[src/rtl/uart_fic_pkg.sv]
package uart_fic_pkg;
  localparam logic [2:0] A_DATA  = 3'd0;
  localparam logic [2:0] A_IEN   = 3'd1;
  localparam logic [2:0] A_IDENT = 3'd2;
  localparam logic [2:0] A_LSTAT = 3'd5;

  typedef enum logic [2:0] {
    IID_NONE = 3'b000,
    IID_THRE = 3'b001,
    IID_RDA  = 3'b010,
    IID_RLS  = 3'b011
  } iid_e;

  function automatic int unsigned trig_depth(input logic [1:0] sel);
    case (sel)
      2'd0:    return 1;
      2'd1:    return 4;
      2'd2:    return 8;
      default: return 14;
    endcase
  endfunction
endpackage

[src/rtl/fic_fifo.sv]
module fic_fifo #(
  parameter int unsigned DW    = 8,
  parameter int unsigned DEPTH = 16,
  localparam int unsigned AW   = (DEPTH > 1) ? $clog2(DEPTH) : 1,
  localparam int unsigned CW   = $clog2(DEPTH + 1)
) (
  input  logic          clk_i,
  input  logic          rst_ni,
  input  logic          flush_i,
  input  logic          push_i,
  input  logic [DW-1:0] data_i,
  input  logic          pop_i,
  input  logic [CW-1:0] cap_i,
  output logic [DW-1:0] data_o,
  output logic [CW-1:0] cnt_o,
  output logic          full_o,
  output logic          empty_o
);
  logic [DW-1:0] mem_q [DEPTH];
  logic [AW-1:0] wptr_q, rptr_q;
  logic [CW-1:0] cnt_q;
  logic          push_ok, pop_ok;

  assign full_o  = (cnt_q >= cap_i);
  assign empty_o = (cnt_q == '0);
  assign push_ok = push_i & ~full_o;
  assign pop_ok  = pop_i & ~empty_o;
  assign data_o  = mem_q[rptr_q];
  assign cnt_o   = cnt_q;

  function automatic logic [AW-1:0] nxt(input logic [AW-1:0] p);
    return (p == AW'(DEPTH - 1)) ? '0 : p + AW'(1);
  endfunction

  always_ff @(posedge clk_i) begin
    if (push_ok) mem_q[wptr_q] <= data_i;
  end

  always_ff @(posedge clk_i or negedge rst_ni) begin
    if (!rst_ni) begin
      wptr_q <= '0;
      rptr_q <= '0;
      cnt_q  <= '0;
    end else if (flush_i) begin
      wptr_q <= '0;
      rptr_q <= '0;
      cnt_q  <= '0;
    end else begin
      if (push_ok) wptr_q <= nxt(wptr_q);
      if (pop_ok)  rptr_q <= nxt(rptr_q);
      cnt_q <= cnt_q + CW'(push_ok) - CW'(pop_ok);
    end
  end

  assert_flush_empties_R4: assert property (@(posedge clk_i) disable iff (!rst_ni)
    flush_i |=> (cnt_q == '0));
  assert_full_drops_push_R3: assert property (@(posedge clk_i) disable iff (!rst_ni)
    (push_i && full_o && !pop_i && !flush_i) |=> $stable(cnt_q));
endmodule

[src/rtl/fic_irq_prio.sv]
module fic_irq_prio
  import uart_fic_pkg::*;
(
  input  logic [2:0] en_i,
  input  logic       rls_i,
  input  logic       rda_i,
  input  logic       thre_i,
  output iid_e       iid_o,
  output logic       pend_o
);
  always_comb begin
    if (en_i[2] && rls_i)      iid_o = IID_RLS;
    else if (en_i[0] && rda_i) iid_o = IID_RDA;
    else if (en_i[1] && thre_i) iid_o = IID_THRE;
    else                       iid_o = IID_NONE;
  end
  assign pend_o = (iid_o != IID_NONE);
endmodule

[src/rtl/uart_fifo_irq_ctrl.sv]
module uart_fifo_irq_ctrl
  import uart_fic_pkg::*;
#(
  parameter int unsigned DEPTH = 16
) (
  input  logic       clk_i,
  input  logic       rst_ni,
  input  logic       reg_wr_i,
  input  logic       reg_rd_i,
  input  logic [2:0] reg_addr_i,
  input  logic [7:0] reg_wdata_i,
  output logic [7:0] reg_rdata_o,
  input  logic       rx_push_i,
  input  logic [7:0] rx_data_i,
  input  logic       rx_err_i,
  input  logic       tx_pop_i,
  output logic       tx_valid_o,
  output logic [7:0] tx_data_o,
  output logic       irq_o
);
  localparam int unsigned CW = $clog2(DEPTH + 1);

  logic       fen_q, thre_q, oe_q, ce_q;
  logic [1:0] trig_q;
  logic [2:0] ier_q;

  logic wr_data, wr_ien, wr_fcr, rd_data, rd_ident, rd_lstat;
  assign wr_data  = reg_wr_i && (reg_addr_i == A_DATA);
  assign wr_ien   = reg_wr_i && (reg_addr_i == A_IEN);
  assign wr_fcr   = reg_wr_i && (reg_addr_i == A_IDENT);
  assign rd_data  = reg_rd_i && (reg_addr_i == A_DATA);
  assign rd_ident = reg_rd_i && (reg_addr_i == A_IDENT);
  assign rd_lstat = reg_rd_i && (reg_addr_i == A_LSTAT);

  logic fen_chg, rx_flush, tx_flush;
  assign fen_chg  = wr_fcr && (reg_wdata_i[0] != fen_q);
  assign rx_flush = wr_fcr && (reg_wdata_i[1] || fen_chg);
  assign tx_flush = wr_fcr && (reg_wdata_i[2] || fen_chg);

  logic [CW-1:0] cap, trig_lvl;
  assign cap = fen_q ? CW'(DEPTH) : CW'(1);

  always_comb begin
    int unsigned td;
    td = fen_q ? trig_depth(trig_q) : 1;
    if (td > DEPTH) td = DEPTH;
    trig_lvl = CW'(td);
  end

  logic [7:0]    rx_head, tx_head;
  logic [CW-1:0] rx_cnt, tx_cnt;
  logic          rx_full, rx_empty, tx_full, tx_empty;

  fic_fifo #(.DW(8), .DEPTH(DEPTH)) i_rx_fifo (
    .clk_i, .rst_ni,
    .flush_i(rx_flush), .push_i(rx_push_i), .data_i(rx_data_i),
    .pop_i(rd_data), .cap_i(cap),
    .data_o(rx_head), .cnt_o(rx_cnt), .full_o(rx_full), .empty_o(rx_empty)
  );

  fic_fifo #(.DW(8), .DEPTH(DEPTH)) i_tx_fifo (
    .clk_i, .rst_ni,
    .flush_i(tx_flush), .push_i(wr_data), .data_i(reg_wdata_i),
    .pop_i(tx_pop_i), .cap_i(cap),
    .data_o(tx_head), .cnt_o(tx_cnt), .full_o(tx_full), .empty_o(tx_empty)
  );

  logic rda, rls, pend;
  iid_e iid;
  assign rda = (rx_cnt >= trig_lvl);
  assign rls = oe_q | ce_q;

  fic_irq_prio i_prio (
    .en_i(ier_q), .rls_i(rls), .rda_i(rda), .thre_i(thre_q),
    .iid_o(iid), .pend_o(pend)
  );

  // THRE: set on drain-to-empty or on enabling while empty; set beats clear
  logic tx_to_empty, thre_set, thre_clr;
  assign tx_to_empty = !tx_empty &&
                       (tx_flush || (tx_pop_i && tx_cnt == CW'(1) && !(wr_data && !tx_full)));
  assign thre_set = tx_to_empty || (wr_ien && reg_wdata_i[1] && !ier_q[1] && tx_empty);
  assign thre_clr = wr_data || (rd_ident && iid == IID_THRE);

  always_ff @(posedge clk_i or negedge rst_ni) begin
    if (!rst_ni) begin
      fen_q  <= 1'b0;
      trig_q <= '0;
      ier_q  <= '0;
      thre_q <= 1'b0;
      oe_q   <= 1'b0;
      ce_q   <= 1'b0;
    end else begin
      if (wr_fcr) begin
        fen_q  <= reg_wdata_i[0];
        trig_q <= reg_wdata_i[7:6];
      end
      if (wr_ien) ier_q <= reg_wdata_i[2:0];
      if (thre_set)      thre_q <= 1'b1;
      else if (thre_clr) thre_q <= 1'b0;
      if (rx_push_i && rx_full)     oe_q <= 1'b1;
      else if (rd_lstat)            oe_q <= 1'b0;
      if (rx_push_i && rx_err_i)    ce_q <= 1'b1;
      else if (rd_lstat)            ce_q <= 1'b0;
    end
  end

  logic [7:0] iir, lsr;
  assign iir = {fen_q, fen_q, 2'b00, iid, ~pend};
  assign lsr = {2'b00, tx_empty, 2'b00, ce_q, oe_q, ~rx_empty};

  always_comb begin
    case (reg_addr_i)
      A_DATA:  reg_rdata_o = rx_empty ? 8'h00 : rx_head;
      A_IEN:   reg_rdata_o = {5'b0, ier_q};
      A_IDENT: reg_rdata_o = iir;
      A_LSTAT: reg_rdata_o = lsr;
      default: reg_rdata_o = 8'h00;
    endcase
  end

  assign tx_valid_o = ~tx_empty;
  assign tx_data_o  = tx_head;
  assign irq_o      = pend;

  assert_overrun_flag_R3: assert property (@(posedge clk_i) disable iff (!rst_ni)
    (rx_push_i && rx_full) |=> oe_q);
  assert_rls_wins_R7: assert property (@(posedge clk_i) disable iff (!rst_ni)
    (ier_q[2] && rls) |-> (iid == IID_RLS));
  assert_thr_write_clears_R8: assert property (@(posedge clk_i) disable iff (!rst_ni)
    (wr_data && !tx_full) |=> !thre_q);
  assert_data_ready_R9: assert property (@(posedge clk_i) disable iff (!rst_ni)
    (rx_push_i && !rx_full && !rx_flush) |=> !rx_empty);
  assert_rda_gated_R6: assert property (@(posedge clk_i) disable iff (!rst_ni)
    (!ier_q[0]) |-> (iid != IID_RDA));
endmodule

[config.mk]
export PLATFORM = sky130hd
export DESIGN_NAME = uart_fifo_irq_ctrl
export DESIGN_NICKNAME = d
export VERILOG_FILES = /design/src/rtl/uart_fic_pkg.sv /design/src/rtl/fic_fifo.sv /design/src/rtl/fic_irq_prio.sv /design/src/rtl/uart_fifo_irq_ctrl.sv
export SDC_FILE = /design/constraint.sdc
export NUM_CORES = 1
export LEC_CHECK = 0
export BUFFER_PORTS_ARGS = -buffer_cell sky130_fd_sc_hd__buf_4
export CAP_MARGIN = 20
export CORE_MARGIN = 4
export CORE_UTILIZATION = 47
export CTS_CLUSTER_SIZE = 12
export DETAILED_ROUTE_END_ITERATION = 10
export MAX_ROUTING_LAYER = met4
export PLACE_DENSITY = 0.72
export SLEW_MARGIN = 20
export SYNTH_ARGS = -nofsm -noshare
export SYNTH_HDL_FRONTEND = slang
export SYNTH_HIERARCHICAL = 1
export SYNTH_SLANG_ARGS = --single-unit
[constraint.sdc]
create_clock -name clk_i -period 5.15 [get_ports clk_i]
set_input_delay 0.2575 -clock clk_i [delete_from_list [all_inputs] [get_ports clk_i]]
set_output_delay 0.2575 -clock clk_i [all_outputs]
set_load 0.05 [all_outputs]
==> results of run 1 <==
where the power goes:
part           switching [mW]  total (mW)  leakage (nW)  internal (mW)
registers               0.380        3.19          2.73           2.81
logic                    1.19        2.26          1.94           1.07
clock network           0.839        1.99         0.437           1.15
total                    2.41        7.43          5.11           5.02
routing by layer:
layer / global-route usage / part of all wire / vias up
met5: - / 0 / -
met4: 0.0362 / 0.014 / 0
met3: 0.0249 / 0.051 / 33
met2: 0.266 / 0.49 / 185
met1: 0.243 / 0.45 / 3442
li1: - / - / 3093
worst max-delay path by stage:
stage / slack (ns) / end / depth (start not counted)
2_1_floorplan: 1.54 / reg_rdata_o[0] / 13
3_3_place_gp: 1.79 / i_tx_fifo/cnt_o[4]$_DFF_PN0_ / 17
3_5_place_dp: 1.70 / i_tx_fifo/cnt_o[4]$_DFF_PN0_ / 17
4_1_cts: 1.32 / reg_rdata_o[2] / 9
5_1_grt: 0.98 / reg_rdata_o[2] / 9
6_report: 1.30 / reg_rdata_o[2] / 9
logic make-up (layout without fill, tap and decap cells):
group	Yosys count	in the layout	synth area share
multiplexers	98	98	0.138
AO/OA/AOI/OAI	107	107	0.0560
AND/OR/NAND/NOR	134	134	0.0572
adder cells (fa/ha/maj)	38	38	0.0384
other	2	7	0.000588
buffers and inverters	81	149	0.0322
flip-flops	291	291	0.670
XOR/XNOR	11	11	0.00754
through the flow:
step | total power, mW | instance area, sq um | setup slack [ns]
3_3_place_gp | 5.45 | 13400 | 1.79
6_report | 7.43 | 14300 | 1.30
4_1_cts | 7.50 | 14300 | 1.32
2_1_floorplan | 4.95 | 12800 | 1.54
3_5_place_dp | 5.50 | 13400 | 1.70
5_1_grt | 7.84 | 14300 | 0.978
placed cells by master, fill, tap and decap left out, types with 26 or more instances in the layout:
| cell type | synthesis | routed |
|---|---|---|
| buf_4 | 6 | 48 |
| clkbuf_16 | 0 | 30 |
| inv_1 | 44 | 44 |
| dfrtp_1 | 35 | 33 |
| ha_1 | 36 | 36 |
| nand2_1 | 27 | 27 |
| nor2_1 | 35 | 35 |
| edfxtp_1 | 256 | 256 |
| a21oi_1 | 26 | 26 |
| mux4_2 | 38 | 38 |
| mux2i_1 | 29 | 29 |
flip-flops by register name (all words and copies together), names as in the netlist:
name	flops
ier_q	3
i_tx_fifo/rptr_q	4
fen_q	1
i_rx_fifo/mem_q	128
ce_q	1
i_rx_fifo/wptr_q	4
i_rx_fifo/rptr_q	4
oe_q	1
i_tx_fifo/wptr_q	4
i_tx_fifo/cnt_o	5
trig_q	2
thre_q	1
i_rx_fifo/cnt_o	5
i_tx_fifo/mem_q	128
final cells by class:
class | count | area, sq um
Tap cell | 341 | 427
Sequential cell | 291 | 8570
Clock buffer | 44 | 823
Fill cell | 2107 | 12600
Inverter | 44 | 165
Multi-Input combinational cell | 395 | 3830
Clock inverter | 7 | 73.8
Timing Repair Buffer | 54 | 420
repair_timing:
item / in CTS / in global routing
endpoints found under the hold margin: 69 / 0
hold buffers: 6 / 0
buffers inserted: 0 / 0
cells in the mapped netlist (13+ instances only):
| master | instances | area, sq um |
|---|---|---|
| ha_1 | 36 | 450 |
| a22oi_1 | 13 | 97.6 |
| o21ai_0 | 22 | 110 |
| a21oi_1 | 26 | 130 |
| and2_1 | 17 | 106 |
| nand2_1 | 27 | 101 |
| mux4_1 | 18 | 473 |
| inv_1 | 44 | 165 |
| edfxtp_1 | 256 | 7690 |
| dfrtp_1 | 35 | 876 |
| mux4_2 | 38 | 856 |
| mux2i_1 | 29 | 290 |
| nor2_1 | 35 | 131 |
==> summary.txt, run 1 <==
Drt
  – Vias per inst: 5.74
  – Drt initial violations: 555
  – Via count: 6753
  – Final WL: 25100 microns
  – DRC: 0
  – First-pass iteration count of the detailed router: 5
  – Routed wire per std cell: 21.4 microns
  – Antenna-violating nets left: 0

STA
  – Pins Over Slew Limit: 0
  – Setup TNS: 0 ns
  – Hold Fails Final Rpt: 0
  – Least-Margin Pin Slew: 0.976 ns
  – Slew headroom: 0.347
  – Fmax achieved: 260 MHz
  – Final Cycle Share: 0.748
  – RSZ-0062 raised after global routing: no
  – Final min period: 3.85 ns
  – Hold WS: 0.0136 ns
  – Final Setup Violations: 0
  – Skew final: 0.0244 ns

Pwr
  – Leakage: 5.11 nW
  – Peak supply drop: 313 uV
  – PwrDens: 520 nW/um^2

Floorplan
  – I/O pin count: 44
  – Area of the core: 26900 sq um
  – Rows: 60
  – Die width: 173 microns
  – Die Span Y: 173 microns
  – Starting density of the core: 0.476
  – DIE AREA: 29900 sq um

Logic synthesis
  – Mapped cell area: 12800 sq um
  – EDFF count, synth: 256
  – Count of cell types in the netlist: 66
  – Post-Synthesis Cells: 762
  – Syn avg cell area: 16.8 sq um
  – Ys flop type: edfxtp_1
  – FF+latch count, synth: 291
  – Synth async-reset ratio: 0.120
  – Register area share after synthesis: 0.670
  – Synth warnings: 6

Hold path
  – Hold path depth: 1
  – Hold_sp: reg_wdata_i[4]
  – Hold Crit Class: in2reg
  – Worst Hold End: i_tx_fifo/mem_q[1][4]$_DFFE_PP_

CTS
  – H-tree Lvls: 1
  – Cts bufs inserted: 30
  – CTS clock-pin slew for the worst setup and hold paths: 0.06 ns
  – Deepest clock path buffer count: 3
  – Post-CTS sizing: 0
  – Clk_lat worst skew: 0.56 ns
  – Sink Count: 291
  – CTS tree: yes
  – Root Buffer: clkbuf_16

Placement
  – Buffers on Ports: 43
  – Placed cells: 1119
  – DP Wirelength: 16200 microns
  – Routability Congestion: 0.819

Outcome
  – Status: completed

Global routing
  – Final global-route overflow total: 0
  – Vias in the first global route: 6726
  – First-pass GRT wire length: 39200 microns
  – Initial antenna violation count: 0
  – Largest net degree at the start of global routing: 38
  – Tot GR Track Use: 0.171

Setup path
  – Critical Path Slowest Stage Cell: dfrtp_1
  – WP data required: 4.89 ns
  – Reg2Reg Depth: 17
  – Critical path fanouts, max: 22
  – Worst-path cell chain: nor2b_1 > buf_4 > a221oi_1 > o21ai_0 > nand2_1 > nor4b_1 > a31oi_1 > o22ai_1 > buf_4
  – WP buf/inv: 2
  – R2R Setup Slk: 1.85 ns
  – CP Data Arrival Time: 3.59 ns
  – Slowest Stage Delay on Critical Path: 0.94 ns
  – Startpoint Class: flip-flop
  – Setup CP Type: reg2out
  – Reg2reg end: i_rx_fifo/cnt_o[4]$_DFF_PN0_
  – Worst r2r src: fen_q$_DFFE_PN0P_
  – CP delay by family, top: flip-flops
  – Setup crit end kind: output pin
  – Critical Path Source: i_rx_fifo/rptr_q[1]$_DFFE_PN0P_
  – Most used cell, CP: buf_4

Final layout
  – Final cell count without fillers: 1176
  – Final core utilization: 0.532
  – Area Overhead vs Synth: 12.0%
  – Nets: 880
  – Ant diodes: 0
  – Share of post-route cells with drive strength above 1: 0.180

Run
  – Max-cap viol count: 0
(Power assumes the default switching activity.)
==> inputs of run 2 (changes only) <==
==> constraint.sdc (replaced) <==
create_clock -name clk_i -period 3.69 [get_ports clk_i]
set_input_delay 0.1845 -clock clk_i [delete_from_list [all_inputs] [get_ports clk_i]]
set_output_delay 0.1845 -clock clk_i [all_outputs]
set_load 0.05 [all_outputs]
==> run 2 against run 1 <==
Compared with the run above:
- sequential power increased by 32%
- worst hold slack better by 0.10 ns
- critical endpoint is now reg_rdata_o[0]
- core utilization up 0.81 points
- clock skew decreased by 0.0048 ns
- combinational power rose by 55%
- first-iteration DRC count rose by 6.8%
- register-to-register slack got worse by 1.4 ns
- highest routed layer unchanged
- clock power grew 33%
- critical path type unchanged
- global-route usage barely moved
- design area rose by 1.5%
- cell count grew 2.2%
- total power is 39% higher
==> summary.txt, run 2 (same netlist as run 1, synthesis figures left out) <==
CTS
  – CTS clock-pin slew for the worst setup and hold paths: 0.06 ns
  – Clk_lat worst skew: 0.55 ns
  – Root Buffer: clkbuf_16
  – Deepest clock path buffer count: 3
  – CTS tree: yes
  – H-tree Lvls: 1
  – Sink Count: 291
  – Cts bufs inserted: 30

Final layout
  – Area Overhead vs Synth: 13.7%
  – Ant diodes: 0
  – Register area: 8570 sq um
  – Commonest non-fill, non-tap cell in the layout: edfxtp_1
  – Multi-input logic area: 3850 sq um
  – Most frequent cells in the layout: edfxtp_1, buf_4, inv_1
  – Nets: 905
  – Share of post-route cells with drive strength above 1: 0.184
  – Final cell count without fillers: 1202
  – Filler cells: 2088
  – Regs by FF count: i_rx_fifo/mem_q: 128 flops, i_tx_fifo/mem_q: 128 flops

Pwr
  – Peak supply drop: 469 uV
  – PwrDens: 713 nW/um^2
  – Leakage: 5.21 nW

STA
  – Hold Fails Final Rpt: 0
  – Final WS setup: 0.149 ns
  – Pins Over Slew Limit: 0
  – Final Cycle Share: 0.960
  – Fmax achieved: 282 MHz
  – Slew headroom: 0.434
  – Skew final: 0.0196 ns
  – Least-Margin Pin Slew: 0.846 ns
  – Final min period: 3.54 ns
  – Final Setup Violations: 0

Drt
  – DRC: 0
  – Antenna-violating nets left: 0
  – Final WL: 24700 microns
  – First-pass iteration count of the detailed router: 5
  – Via count: 6847
  – Vias per inst: 5.70
  – Drt initial violations: 593
  – Routed wire per std cell: 20.6 microns

Floorplan
  – Area of the core: 26900 sq um
  – Rows: 60
  – Die Span Y: 173 microns
  – Die width: 173 microns
  – Starting density of the core: 0.476
  – DIE AREA: 29900 sq um
  – I/O pin count: 44

Global routing
  – Final global-route overflow total: 0
  – Tot GR Track Use: 0.170
  – Largest net degree at the start of global routing: 36
  – Vias in the first global route: 6902
  – Initial antenna violation count: 0
  – First-pass GRT wire length: 39400 microns

Placement
  – Routability Congestion: 0.798
  – Pre-CTS setup slack: 0.235 ns
  – Buffers on Ports: 43
  – Placed cells: 1128
  – DP Wirelength: 16100 microns

Run
  – Max-cap viol count: 0

Setup path
  – Setup CP Type: reg2out
  – Setup crit end kind: output pin
  – Critical path fanouts, max: 9
  – Startpoint Class: flip-flop
  – CP Data Arrival Time: 3.36 ns
  – WP data required: 3.51 ns

Outcome
  – Status: completed

Hold path
  – Hold Crit Class: in2reg
run 2: area by class of cell:
| cell class | instances | area share |
|---|---|---|
| Clock inverter | 10 | 0.00405 |
| Inverter | 44 | 0.0114 |
| Clock buffer | 42 | 0.0548 |
| Sequential cell | 291 | 0.590 |
| Tap cell | 341 | 0.0294 |
| Multi-Input combinational cell | 395 | 0.265 |
| Timing Repair Buffer | 79 | 0.0458 |
run 2: worst max-delay path, cell delays in order (launching register included):
cell,delay [ns]
dfrtp_1,0.36
buf_6,0.14
o21ai_0,0.09
ha_1,0.27
nand2b_1,0.15
a21o_1,0.19
a21o_1,0.19
a211o_1,0.30
a222oi_1,0.35
inv_1,0.10
nor2b_1,0.12
a21oi_1,0.05
a2bb2oi_1,0.15
o32ai_2,0.15
buf_6,0.21
run 2: report_power, final:
group / switching (mW) / internal, mW / leakage [nW]
Sequential: 0.289 / 3.92 / 2.73
Combinational: 1.93 / 1.57 / 2.06
Clock: 1.16 / 1.49 / 0.415
run 2: layer usage:
layer / share of wire / global-route usage / wire, microns / vias up
met5: 0 / - / 0 / -
met4: 0.018 / 0.0382 / 450 / 0
met3: 0.055 / 0.0256 / 1370 / 40
met2: 0.47 / 0.261 / 11600 / 209
met1: 0.46 / 0.246 / 11300 / 3465
li1: - / - / - / 3133
run 2: worst paths after layout:
| kind | cells after the start | slack [ns] | from | endpoint |
|---|---|---|---|---|
| setup / recovery | 14 | 0.15 | fen_q$_DFFE_PN0P_ | reg_rdata_o[0] |
| hold / removal | 3 | 0.11 | reg_addr_i[1] | thre_q$_DFFE_PN0P_ |
| setup reg to reg | 16 | 0.46 | i_rx_fifo/cnt_o[0]$_DFF_PN0_ | i_rx_fifo/cnt_o[4]$_DFF_PN0_ |
| hold reg to reg | 1 | 0.55 | trig_q[1]$_DFFE_PN0P_ | trig_q[1]$_DFFE_PN0P_ |
| max in group asynchronous | 2 | 3.18 | rst_ni | i_rx_fifo/rptr_q[0]$_DFFE_PN0P_ |
| min in group asynchronous | 2 | 0.14 | rst_ni | i_tx_fifo/rptr_q[2]$_DFFE_PN0P_ |
run 2: timing repair:
action                     4_1_cts  5_1_grt
hold buffers                    21        0
setup buffers                    0        1
hold endpoints to repair       293        0
setup endpoints to repair        0        2
resized for setup                0        4
run 2: through the flow:
stage	power, mW	cell area [sq um]	hold WS [ns]	util	setup TNS, ns
after detailed placement	7.73	13400	0.179	0.500	0
after floorplan	6.91	12800	-0.111	-	0
final	10.4	14500	0.114	0.541	0
after global routing	10.9	14500	0.111	0.541	-0.00711
after CTS	10.4	14500	0.0844	0.539	0
after global placement	7.67	13400	0.180	0.500	0
